===== config.mk =====
export PLATFORM = sky130hd
export DESIGN_NAME = nvm_keyed_ctl
export DESIGN_NICKNAME = d
export VERILOG_FILES = /design/src/rtl/nvm_pkg.sv /design/src/rtl/nvm_unlock.sv /design/src/rtl/nvm_ctrl_reg.sv /design/src/rtl/nvm_geom.sv /design/src/rtl/nvm_keyed_ctl.sv
export SDC_FILE = /design/constraint.sdc
export NUM_CORES = 1
export LEC_CHECK = 0
export BUFFER_PORTS_ARGS = -buffer_cell sky130_fd_sc_hd__buf_2
export CAP_MARGIN = 20
export CORE_MARGIN = 2
export CORE_UTILIZATION = 50
export CTS_CLUSTER_DIAMETER = 100
export DETAILED_ROUTE_END_ITERATION = 6
export GPL_ROUTABILITY_DRIVEN = 0
export GPL_TIMING_DRIVEN = 0
export MAX_ROUTING_LAYER = met4
export PLACE_DENSITY = 0.78
export SETUP_SLACK_MARGIN = 0.02
export SYNTH_ARGS = -nofsm -noshare
export SYNTH_HDL_FRONTEND = slang
export SYNTH_HIERARCHICAL = 1
export SYNTH_SLANG_ARGS = --single-unit

===== constraint.sdc =====
create_clock -name clk -period 4.1 [get_ports clk]
set_clock_uncertainty 0.1 [all_clocks]
set_input_delay 1.025 -clock clk [delete_from_list [all_inputs] [get_ports clk]]
set_output_delay 1.025 -clock clk [all_outputs]
set_load 0.01 [all_outputs]

===== src/rtl/nvm_pkg.sv =====
package nvm_pkg;
  localparam logic [7:0] OFS_CTRL = 8'h00;
  localparam logic [7:0] OFS_KEY  = 8'h10;
  localparam logic [7:0] OFS_ADDR = 8'h20;
  localparam logic [7:0] OFS_DATA = 8'h30;
  localparam logic [7:0] OFS_SRC  = 8'h40;

  localparam int B_BUSY  = 15;
  localparam int B_WREN  = 14;

  localparam logic [3:0] OP_WORD = 4'd1;
  localparam logic [3:0] OP_ROW  = 4'd3;
  localparam logic [3:0] OP_PAGE = 4'd4;
  localparam logic [3:0] OP_ALL  = 4'd5;

  typedef enum logic [1:0] {AL_WRITE = 2'd0, AL_CLR = 2'd1, AL_SET = 2'd2, AL_INV = 2'd3} alias_e;
  typedef enum logic [1:0] {UL_IDLE, UL_GOT1, UL_ARMED} unlock_e;

  function automatic logic [31:0] alias_apply(alias_e k, logic [31:0] cur, logic [31:0] v);
    case (k)
      AL_CLR:  return cur & ~v;
      AL_SET:  return cur | v;
      AL_INV:  return cur ^ v;
      default: return v;
    endcase
  endfunction
endpackage


===== src/rtl/nvm_unlock.sv =====
module nvm_unlock
  import nvm_pkg::*;
#(
  parameter logic [31:0] KEY_A = 32'hAA99_6655,
  parameter logic [31:0] KEY_B = 32'h5566_99AA
) (
  input  logic        clk,
  input  logic        rst_n,
  input  logic        wr_i,
  input  logic        sel_key_i,
  input  logic        sel_ctrl_i,
  input  logic [31:0] wdata_i,
  output logic        armed_o
);
  unlock_e st_q, st_d;

  always_comb begin
    st_d = st_q;
    if (wr_i) begin
      if (sel_key_i) begin
        if (st_q == UL_GOT1) st_d = (wdata_i == KEY_B) ? UL_ARMED : UL_IDLE;
        else                 st_d = (wdata_i == KEY_A) ? UL_GOT1  : UL_IDLE;
      end else if (sel_ctrl_i) begin
        st_d = UL_IDLE;
      end else if (st_q == UL_GOT1) begin
        st_d = UL_IDLE;
      end
    end
  end

  always_ff @(posedge clk or negedge rst_n) begin
    if (!rst_n) st_q <= UL_IDLE;
    else        st_q <= st_d;
  end

  assign armed_o = (st_q == UL_ARMED);

  // arming only directly after the first key
  a_r4_arm_path: assert property (@(posedge clk) disable iff (!rst_n)
    $rose(armed_o) |-> $past(st_q == UL_GOT1 && wr_i && sel_key_i));
  // a foreign write between the keys drops the sequence
  a_r4_foreign_write: assert property (@(posedge clk) disable iff (!rst_n)
    (st_q == UL_GOT1 && wr_i && !sel_key_i) |=> (st_q == UL_IDLE));
  // a control write uses up the unlock
  a_r6_consumed: assert property (@(posedge clk) disable iff (!rst_n)
    (wr_i && sel_ctrl_i) |=> !armed_o);
endmodule


===== src/rtl/nvm_ctrl_reg.sv =====
module nvm_ctrl_reg
  import nvm_pkg::*;
#(
  parameter int OPW = 4
) (
  input  logic        clk,
  input  logic        rst_n,
  input  logic        wr_i,
  input  alias_e      kind_i,
  input  logic [31:0] wdata_i,
  input  logic        armed_i,
  input  logic        done_i,
  input  logic [1:0]  err_i,
  output logic [31:0] word_o,
  output logic        start_o
);
  localparam int PADW = 11 - OPW;

  logic           busy_q, wren_q, err_q, lverr_q, start_q;
  logic [OPW-1:0] op_q;
  logic [31:0]    nxt;
  logic           go;
  logic           unused_nxt;

  assign word_o = {16'h0, busy_q, wren_q, err_q, lverr_q, 1'b0, {PADW{1'b0}}, op_q};
  assign nxt    = alias_apply(kind_i, word_o, wdata_i);
  assign go     = wr_i && !busy_q && armed_i && wren_q && nxt[B_BUSY];
  assign unused_nxt = ^{nxt[31:16], nxt[13:OPW]};

  always_ff @(posedge clk or negedge rst_n) begin
    if (!rst_n) begin
      busy_q  <= 1'b0;
      wren_q  <= 1'b0;
      err_q   <= 1'b0;
      lverr_q <= 1'b0;
      op_q    <= '0;
      start_q <= 1'b0;
    end else begin
      start_q <= 1'b0;
      if (busy_q) begin
        if (done_i) begin
          busy_q  <= 1'b0;
          err_q   <= err_i[0];
          lverr_q <= err_i[1];
        end
      end else if (wr_i) begin
        wren_q <= nxt[B_WREN];
        op_q   <= nxt[OPW-1:0];
        if (go) begin
          busy_q  <= 1'b1;
          err_q   <= 1'b0;
          lverr_q <= 1'b0;
          start_q <= 1'b1;
        end
      end
    end
  end

  assign start_o = start_q;

  a_r5_single_pulse: assert property (@(posedge clk) disable iff (!rst_n)
    start_o |=> !start_o);
  a_r5_needs_unlock: assert property (@(posedge clk) disable iff (!rst_n)
    start_o |-> $past(armed_i && wr_i && wren_q));
  a_r7_busy_holds: assert property (@(posedge clk) disable iff (!rst_n)
    (busy_q && !done_i) |=> busy_q);
  a_r7_op_frozen: assert property (@(posedge clk) disable iff (!rst_n)
    busy_q |=> $stable(op_q) && $stable(wren_q));
  a_r8_done_releases: assert property (@(posedge clk) disable iff (!rst_n)
    (busy_q && done_i) |=> !busy_q);
  a_r10_idle_done: assert property (@(posedge clk) disable iff (!rst_n)
    (!busy_q && done_i && !wr_i) |=> (!busy_q && $stable(err_q) && $stable(lverr_q)));
endmodule


===== src/rtl/nvm_geom.sv =====
module nvm_geom
  import nvm_pkg::*;
#(
  parameter bit SMALL_GEOM = 1'b0,
  parameter int SPAN_W     = 16
) (
  input  logic [3:0]        op_i,
  input  logic [31:0]       addr_i,
  output logic [SPAN_W-1:0] span_o,
  output logic [31:0]       base_o
);
  logic [SPAN_W-1:0] row_b, page_b, mask;

  if (SMALL_GEOM) begin : g_small
    assign row_b  = SPAN_W'(128);
    assign page_b = SPAN_W'(1024);
  end else begin : g_large
    assign row_b  = SPAN_W'(512);
    assign page_b = SPAN_W'(4096);
  end

  always_comb begin
    span_o = '0;
    case (op_i)
      OP_WORD: span_o = SPAN_W'(4);
      OP_ROW:  span_o = row_b;
      OP_PAGE: span_o = page_b;
      default: span_o = '0;
    endcase
  end

  assign mask = span_o - SPAN_W'(1);

  always_comb begin
    if (op_i == OP_ALL)     base_o = '0;
    else if (span_o != '0)  base_o = addr_i & ~{{(32-SPAN_W){1'b0}}, mask};
    else                    base_o = addr_i;
  end
endmodule


===== src/rtl/nvm_keyed_ctl.sv =====
module nvm_keyed_ctl
  import nvm_pkg::*;
#(
  parameter bit          SMALL_GEOM = 1'b0,
  parameter int          SPAN_W     = 16,
  parameter logic [31:0] KEY_A      = 32'hAA99_6655,
  parameter logic [31:0] KEY_B      = 32'h5566_99AA
) (
  input  logic              clk,
  input  logic              rst_n,
  input  logic              cpu_wr,
  input  logic [7:0]        cpu_addr,
  input  logic [31:0]       cpu_wdata,
  output logic [31:0]       cpu_rdata,
  output logic              be_start,
  output logic [3:0]        be_op,
  output logic [31:0]       be_addr,
  output logic [SPAN_W-1:0] be_span,
  output logic [31:0]       be_data,
  output logic [31:0]       be_src,
  input  logic              be_done,
  input  logic [1:0]        be_err
);
  logic        sel_ctrl, sel_key, sel_addr, sel_data, sel_src;
  logic        armed, busy;
  logic [31:0] ctrl_word, addr_q, data_q, src_q;
  alias_e      kind;

  assign kind     = alias_e'(cpu_addr[3:2]);
  assign sel_ctrl = (cpu_addr[7:4] == OFS_CTRL[7:4]) && (cpu_addr[1:0] == 2'b00);
  assign sel_addr = (cpu_addr[7:4] == OFS_ADDR[7:4]) && (cpu_addr[1:0] == 2'b00);
  assign sel_key  = (cpu_addr == OFS_KEY);
  assign sel_data = (cpu_addr == OFS_DATA);
  assign sel_src  = (cpu_addr == OFS_SRC);

  nvm_unlock #(.KEY_A(KEY_A), .KEY_B(KEY_B)) u_unlock (
    .clk, .rst_n,
    .wr_i       (cpu_wr),
    .sel_key_i  (sel_key),
    .sel_ctrl_i (sel_ctrl),
    .wdata_i    (cpu_wdata),
    .armed_o    (armed)
  );

  nvm_ctrl_reg #(.OPW(4)) u_ctrl (
    .clk, .rst_n,
    .wr_i    (cpu_wr && sel_ctrl),
    .kind_i  (kind),
    .wdata_i (cpu_wdata),
    .armed_i (armed),
    .done_i  (be_done),
    .err_i   (be_err),
    .word_o  (ctrl_word),
    .start_o (be_start)
  );

  assign busy  = ctrl_word[B_BUSY];
  assign be_op = ctrl_word[3:0];

  always_ff @(posedge clk or negedge rst_n) begin
    if (!rst_n) begin
      addr_q <= '0;
      data_q <= '0;
      src_q  <= '0;
    end else if (cpu_wr) begin
      if (sel_addr && !busy) addr_q <= alias_apply(kind, addr_q, cpu_wdata);
      if (sel_data)          data_q <= cpu_wdata;
      if (sel_src)           src_q  <= cpu_wdata;
    end
  end

  nvm_geom #(.SMALL_GEOM(SMALL_GEOM), .SPAN_W(SPAN_W)) u_geom (
    .op_i   (be_op),
    .addr_i (addr_q),
    .span_o (be_span),
    .base_o (be_addr)
  );

  assign be_data = data_q;
  assign be_src  = src_q;

  always_comb begin
    if (sel_ctrl)      cpu_rdata = ctrl_word;
    else if (sel_addr) cpu_rdata = addr_q;
    else if (sel_data) cpu_rdata = data_q;
    else if (sel_src)  cpu_rdata = src_q;
    else               cpu_rdata = '0;
  end

  // address frozen while an operation runs
  a_r7_addr_frozen: assert property (@(posedge clk) disable iff (!rst_n)
    busy |=> $stable(addr_q));
  // base always aligned to the span handed out
  a_r9_base_aligned: assert property (@(posedge clk) disable iff (!rst_n)
    (be_span != '0) |-> ((be_addr & {{(32-SPAN_W){1'b0}}, be_span - SPAN_W'(1)}) == 32'h0));
  // no launch pulse straight out of reset
  a_r1_quiet_reset: assert property (@(posedge clk) disable iff (!rst_n)
    $rose(rst_n) |-> !be_start);
endmodule


======== Yosys cells after proc, flatten, opt, wreduce, memory -nomap -nowiden ========
Cells that the tools add are included.
word-level totals
  bits in registers ....................... 107
  input port bits ......................... 46
  output and inout port bits .............. 149
  logic and storage cells ................. 84
operators by class
  $add $sub $neg .......................... 1
  equal/unequal tests ..................... 16
  muxes and demuxes ....................... 26
  bitwise gates (word level) .............. 10
  reductions and logical operators ........ 21
operator list
  operator               number
  $mux 32                6
  $pmux 32 s3            1
  $and 32x32->32         2
  $pmux 16 s3            1
  $pmux 13 s3            1
  $eq 32x31->1 const B   1
  $eq 32x32->1 const B   1
  $not 16->32            1
  $not 32->32            1
  $or 32x32->32          1
  $xor 32x32->32         1
  $and 16x16->16         1
  $or 16x16->16          1
  $reduce_bool 16->1     1
  $xor 16x16->16         1
  $sub 13x1->14 const B  1
  $mux 1                 12
  $mux 2                 5
  $reduce_and 2->1       5
  $eq 4x2->1 const B     2
  $eq 4x3->1 const B     2
  $eq 8x5->1 const B     1
  $eq 8x6->1 const B     1
  $eq 8x7->1 const B     1
  other kinds (12)       23

======== Logic depth before layout (Yosys ltp) ========
  depth in word-level cells ............... 10
  gate-level depth with buffers ........... 9
  mapped depth without buffers ............ 6

======== Modules after synthesis ========
The synthesis kept the hierarchy.
modules (own cells, without submodules)
  module         times used  cells an instance  area an instance (um^2)  seq. area each (um^2)
  nvm_keyed_ctl  1           567                6204.7                   2402.3
  nvm_ctrl_reg   1           90                 924.6                    225.2
  nvm_geom       1           71                 498.0                    0.0
  nvm_unlock     1           34                 320.3                    50.0

======== Least setup slack after synthesis ========
Ideal clock, no wire load.
  kind .................................... input port to output port
  start ................................... input cpu_addr[2]
  end ..................................... output cpu_rdata[10]
  arrival ................................. 2.710 ns
  data required time ...................... 2.975 ns
  slack ................................... 0.265 ns
  stages on the path ...................... 6
  path buffers ............................ 2
  path through ............................ buf_2 or4_4 nor4_4 clkbuf_1 a221oi_1 nor2_1
between the ends
  word-level cells in the longest chain between the ends .. 5
ends and longest elaborated chain
  item                line                 text
  start: declaration  nvm_keyed_ctl.sv:12  input logic [7:0] cpu_addr,
  $eq 8x7->1          nvm_keyed_ctl.sv:34  assign sel_src = (cpu_addr == OFS_SRC);
  $mux 32             nvm_keyed_ctl.sv:86  else if (sel_src) cpu_rdata = src_q;
  $mux 32 (*)         nvm_keyed_ctl.sv:85  else if (sel_data) cpu_rdata = data_q;
  $mux 32 (*)         nvm_keyed_ctl.sv:84  else if (sel_addr) cpu_rdata = addr_q;
  $mux 32 (*)         nvm_keyed_ctl.sv:83  if (sel_ctrl) cpu_rdata = ctrl_word;
  end: declaration    nvm_keyed_ctl.sv:14  output logic [31:0] cpu_rdata,
Mark *: on every way between the ends. The rest lies on a longest branch, timed or not.

======== Worst setup path in the final report ========
  start ................................... input cpu_addr[6]
  end ..................................... output cpu_rdata[11]
between the ends
  word-level cells in the longest chain between the ends .. 5
ends and longest elaborated chain
  item         line
  $eq 8x7->1   nvm_keyed_ctl.sv:34
  $mux 32      nvm_keyed_ctl.sv:86
  $mux 32      nvm_keyed_ctl.sv:85
  $mux 32      nvm_keyed_ctl.sv:84
  $mux 32 (*)  nvm_keyed_ctl.sv:83
Marks and branches as above.

==> results.json <==
{
  "cpPeakStageDelay_ns": 0.58,
  "fin_cells": 1211,
  "firstDrtPassIters": 5,
  "synth_area_leaders": "dfrtp_1 (34%), ha_1 (12%), mux4_2 (11%)",
  "reg2reg_from": "u_ctrl/busy_q",
  "reg2reg_setup_slack_ns": 1.88,
  "power.sequential.fraction": 0.419,
  "critPathLaunch": "cpu_addr[6]",
  "crit_chain": "buf_2 > or4_4 > or2_2 > clkbuf_1 > clkbuf_4 > o22ai_1 > nor2_1 > buf_2",
  "fmax_mhz": 249.9,
  "setup_tns_ns": 0,
  "comb_power_share": 0.271,
  "power_leakage_nw": 5.179,
  "fin_crit_ns": 4.002,
  "avgSynthCellArea_um2": 10.43,
  "dpl-instance-area_um2": 9280,
  "ys_warn_count": 6,
  "crit_required_ns": 2.97,
  "cts_tree": "done",
  "cts_max_path_buffers": 2,
  "crit_slowest_cell": "or4_4",
  "p_sw_frac": 0.3090,
  "power_mw": 3.072,
  "hold_viol_final": 0,
  "track_usage": 0.2719,
  "relSlewSlack": 0.3566,
  "dieArea_um2": 16920,
  "status": "finished, final reports clean",
  "ys_seq_area_frac": 0.3369,
  "ant_nets": 0,
  "clock_sinks": 107,
  "core-area_um2": 15710,
  "hpwl_um": 16440,
  "diodes": 0,
  "worst_hold_slack_ns": 0.4181,
  "drc": 0,
  "ys_types": 53,
  "crit_top_cell": "buf_2",
  "final.period_utilization": 0.9761,
  "end_kind": "primary output",
  "area_delta_synth_final_pct": 21.90,
  "drv_cap": 0,
  "grt_antenna_before_repair": 0,
  "synthFlopType": "dfrtp_1",
  "power.internal_mw": 2.123,
  "path_clk_slew_ns": 0.07,
  "cts_made_buffers": 9,
  "grt_pass1_vias": 6463,
  "cp.arrival_ns": 2.88,
  "grt_pass1_wl_um": 33840,
  "io_buffers": 180,
  "vdd_drop_max_mv": 0.2539,
  "synth_enable_flop_cells": 0,
  "cts-root-buf": "clkbuf_16",
  "layout.nets": 1114,
  "start_kind": "input pin",
  "drt_iter0_markers": 403,
  "p_clk_frac": 0.310,
  "start_util": 0.5058,
  "die_w_um": 130.1,
  "htree_levels": 3,
  "vias": 6660,
  "drive_gt1_frac": 0.3467,
  "stdcell_area_um2": 9688,
  "crit_fanout": 10,
  "ys_ff_latch": 107,
  "hold_path.class": "flip-flop to flip-flop",
  "synth_top_area_cell": "dfrtp_1",
  "grt_max_degree": 62,
  "dpl.cell_count": 1194,
  "synthArstFlopShare": 1.000,
  "n_fill_cell": 1313,
  "reg2reg_to": "addr_q[10]",
  "setup.worst_path.class": "input pin to primary output",
  "rsz0062_at_grt": "false",
  "synth.top_cell.area_share": 0.3369,
  "final-setup-viol-count": 0,
  "p_per_area_nw_per_um2": 317.0,
  "rows": 46,
  "wl_per_cell_um": 18.15,
  "dieHeight_um": 130.1,
  "hold_buffers": 0,
  "syn_area_um2": 7948,
  "slew_violations": 0,
  "switchingPower_mw": 0.9490,
  "drt-vias-per-instance": 5.500,
  "reg2regPathDepth": 5,
  "routed_wl_um": 21980,
  "grt_overflow": 0,
  "postSynthCellCount": 762,
  "worst_pin_slew_ns": 0.9652,
  "io_pins": 195,
  "clock_latency_ns": 0.36,
  "crit_end": "cpu_rdata[11]"
}
[layout by cell type (no fill, tap or decap), drive strengths merged, types with 32 or more instances in the layout]
cell type and n:
o21ai 35, a221oi 32, inv 119, dfrtp 107, nand2 39, conb 37, o22ai 32, clkbuf 32
buf 244, mux4 38, nor2 36, mux2 69, ha 78
[final cells by class]
class / instances / area [um2] / area share
multi-input cells: 489 / 4461 / 0.4604
inverters: 119 / 446.7 / 0.04611
plain buffers: 79 / 545.5 / 0.05631
clock inverters: 4 / 73.82 / 0.007620
repair buffers: 185 / 967.2 / 0.09983
clock buffers: 12 / 246.5 / 0.02544
flip-flops and latches: 107 / 2678 / 0.2764
well taps: 216 / 270.3 / 0.02790
[flip-flops by register name (all words and copies together) (netlist names)]
register        cells
addr_q             32
be_data            32
be_src             32
u_ctrl/busy_q       1
u_ctrl/err_q        1
u_ctrl/lverr_q      1
u_ctrl/op_q         4
u_ctrl/start_o      1
u_ctrl/wren_q       1
u_unlock/st_q       2
[cell families after synthesis]
kind of cell / count (synthesis) / share of synthesized area
buf+inv: 201 / 0.1198
simple gates: 159 / 0.1212
mux: 109 / 0.2080
flops: 107 / 0.3369
compound gates: 106 / 0.09036
fa+ha+maj: 78 / 0.1228
other cells: 2 / 0.0009449
[repair_timing]
| action | in CTS | in global routing |
|---|---|---|
| setup endpoints to repair | 30 | 30 |
| pin swaps | 2 | 2 |
| setup buffers | 3 | 1 |
| hold endpoints to repair | 0 | 0 |
| resized for setup | 27 | 9 |
[layer usage]
layer	part of all wire	GRT usage	vias to the layer above
li1	-	-	3053
met1	0.44	0.3657	3324
met2	0.48	0.4235	257
met3	0.065	0.04059	26
met4	0.018	0.09488	0
met5	0	-	-
[metrics by stage]
stage / util / worst slack [ns]
after floorplan: - / 0.2647
after global placement: 0.5887 / -0.4753
after detailed placement: 0.5906 / -0.4928
after CTS: 0.6155 / 0.01674
after global routing: 0.6166 / 0.02755
final: 0.6166 / 0.09810
[power by group through the flow]
| stage | clock network, mW | registers [mW] | logic (mW) |
|---|---|---|---|
| after global routing | 1.00 | 1.30 | 0.932 |
| final | 0.952 | 1.29 | 0.833 |
| after floorplan | 0 | 1.27 | 0.516 |
| after detailed placement | 0 | 1.30 | 0.833 |
| after global placement | 0 | 1.29 | 0.791 |
| after CTS | 0.963 | 1.28 | 0.839 |
[worst max-delay path, delay by kind of cell]
kind | cells | cell delay, ns
AO/OA/AOI/OAI | 1 | 0.21
buffers and inverters | 4 | 0.70
AND/OR/NAND/NOR | 3 | 0.95
[cell usage after synthesis, types with 4 or more instances]
cell and count:
inv_1 119, dfrtp_1 107, ha_1 78, mux2_1 46
buf_4 41, mux4_2 38, nand2_1 37, nor2_1 36
a221oi_1 32, o22ai_1 32, o21ai_0 30, and2_1 28
clkbuf_1 24, mux2_2 23, nor4bb_1 11, buf_1 7
nand3_1 6, buf_2 5, buf_6 5, o21ai_1 5
nand2b_1 4
[worst min path at each step]
stage	from	end	slack [ns]	depth (start not counted)
final	be_data[5]	be_data[5]	0.42	1
after global routing	be_data[5]	be_data[5]	0.44	1
after CTS	be_data[9]	be_data[9]	0.42	1
after detailed placement	be_data[9]	be_data[9]	0.41	1
after global placement	be_src[4]	be_src[4]	0.40	1
after floorplan	u_unlock/st_q[1]	u_unlock/st_q[1]	0.39	2
No activity file was read; power rests on OpenSTA's default activity.
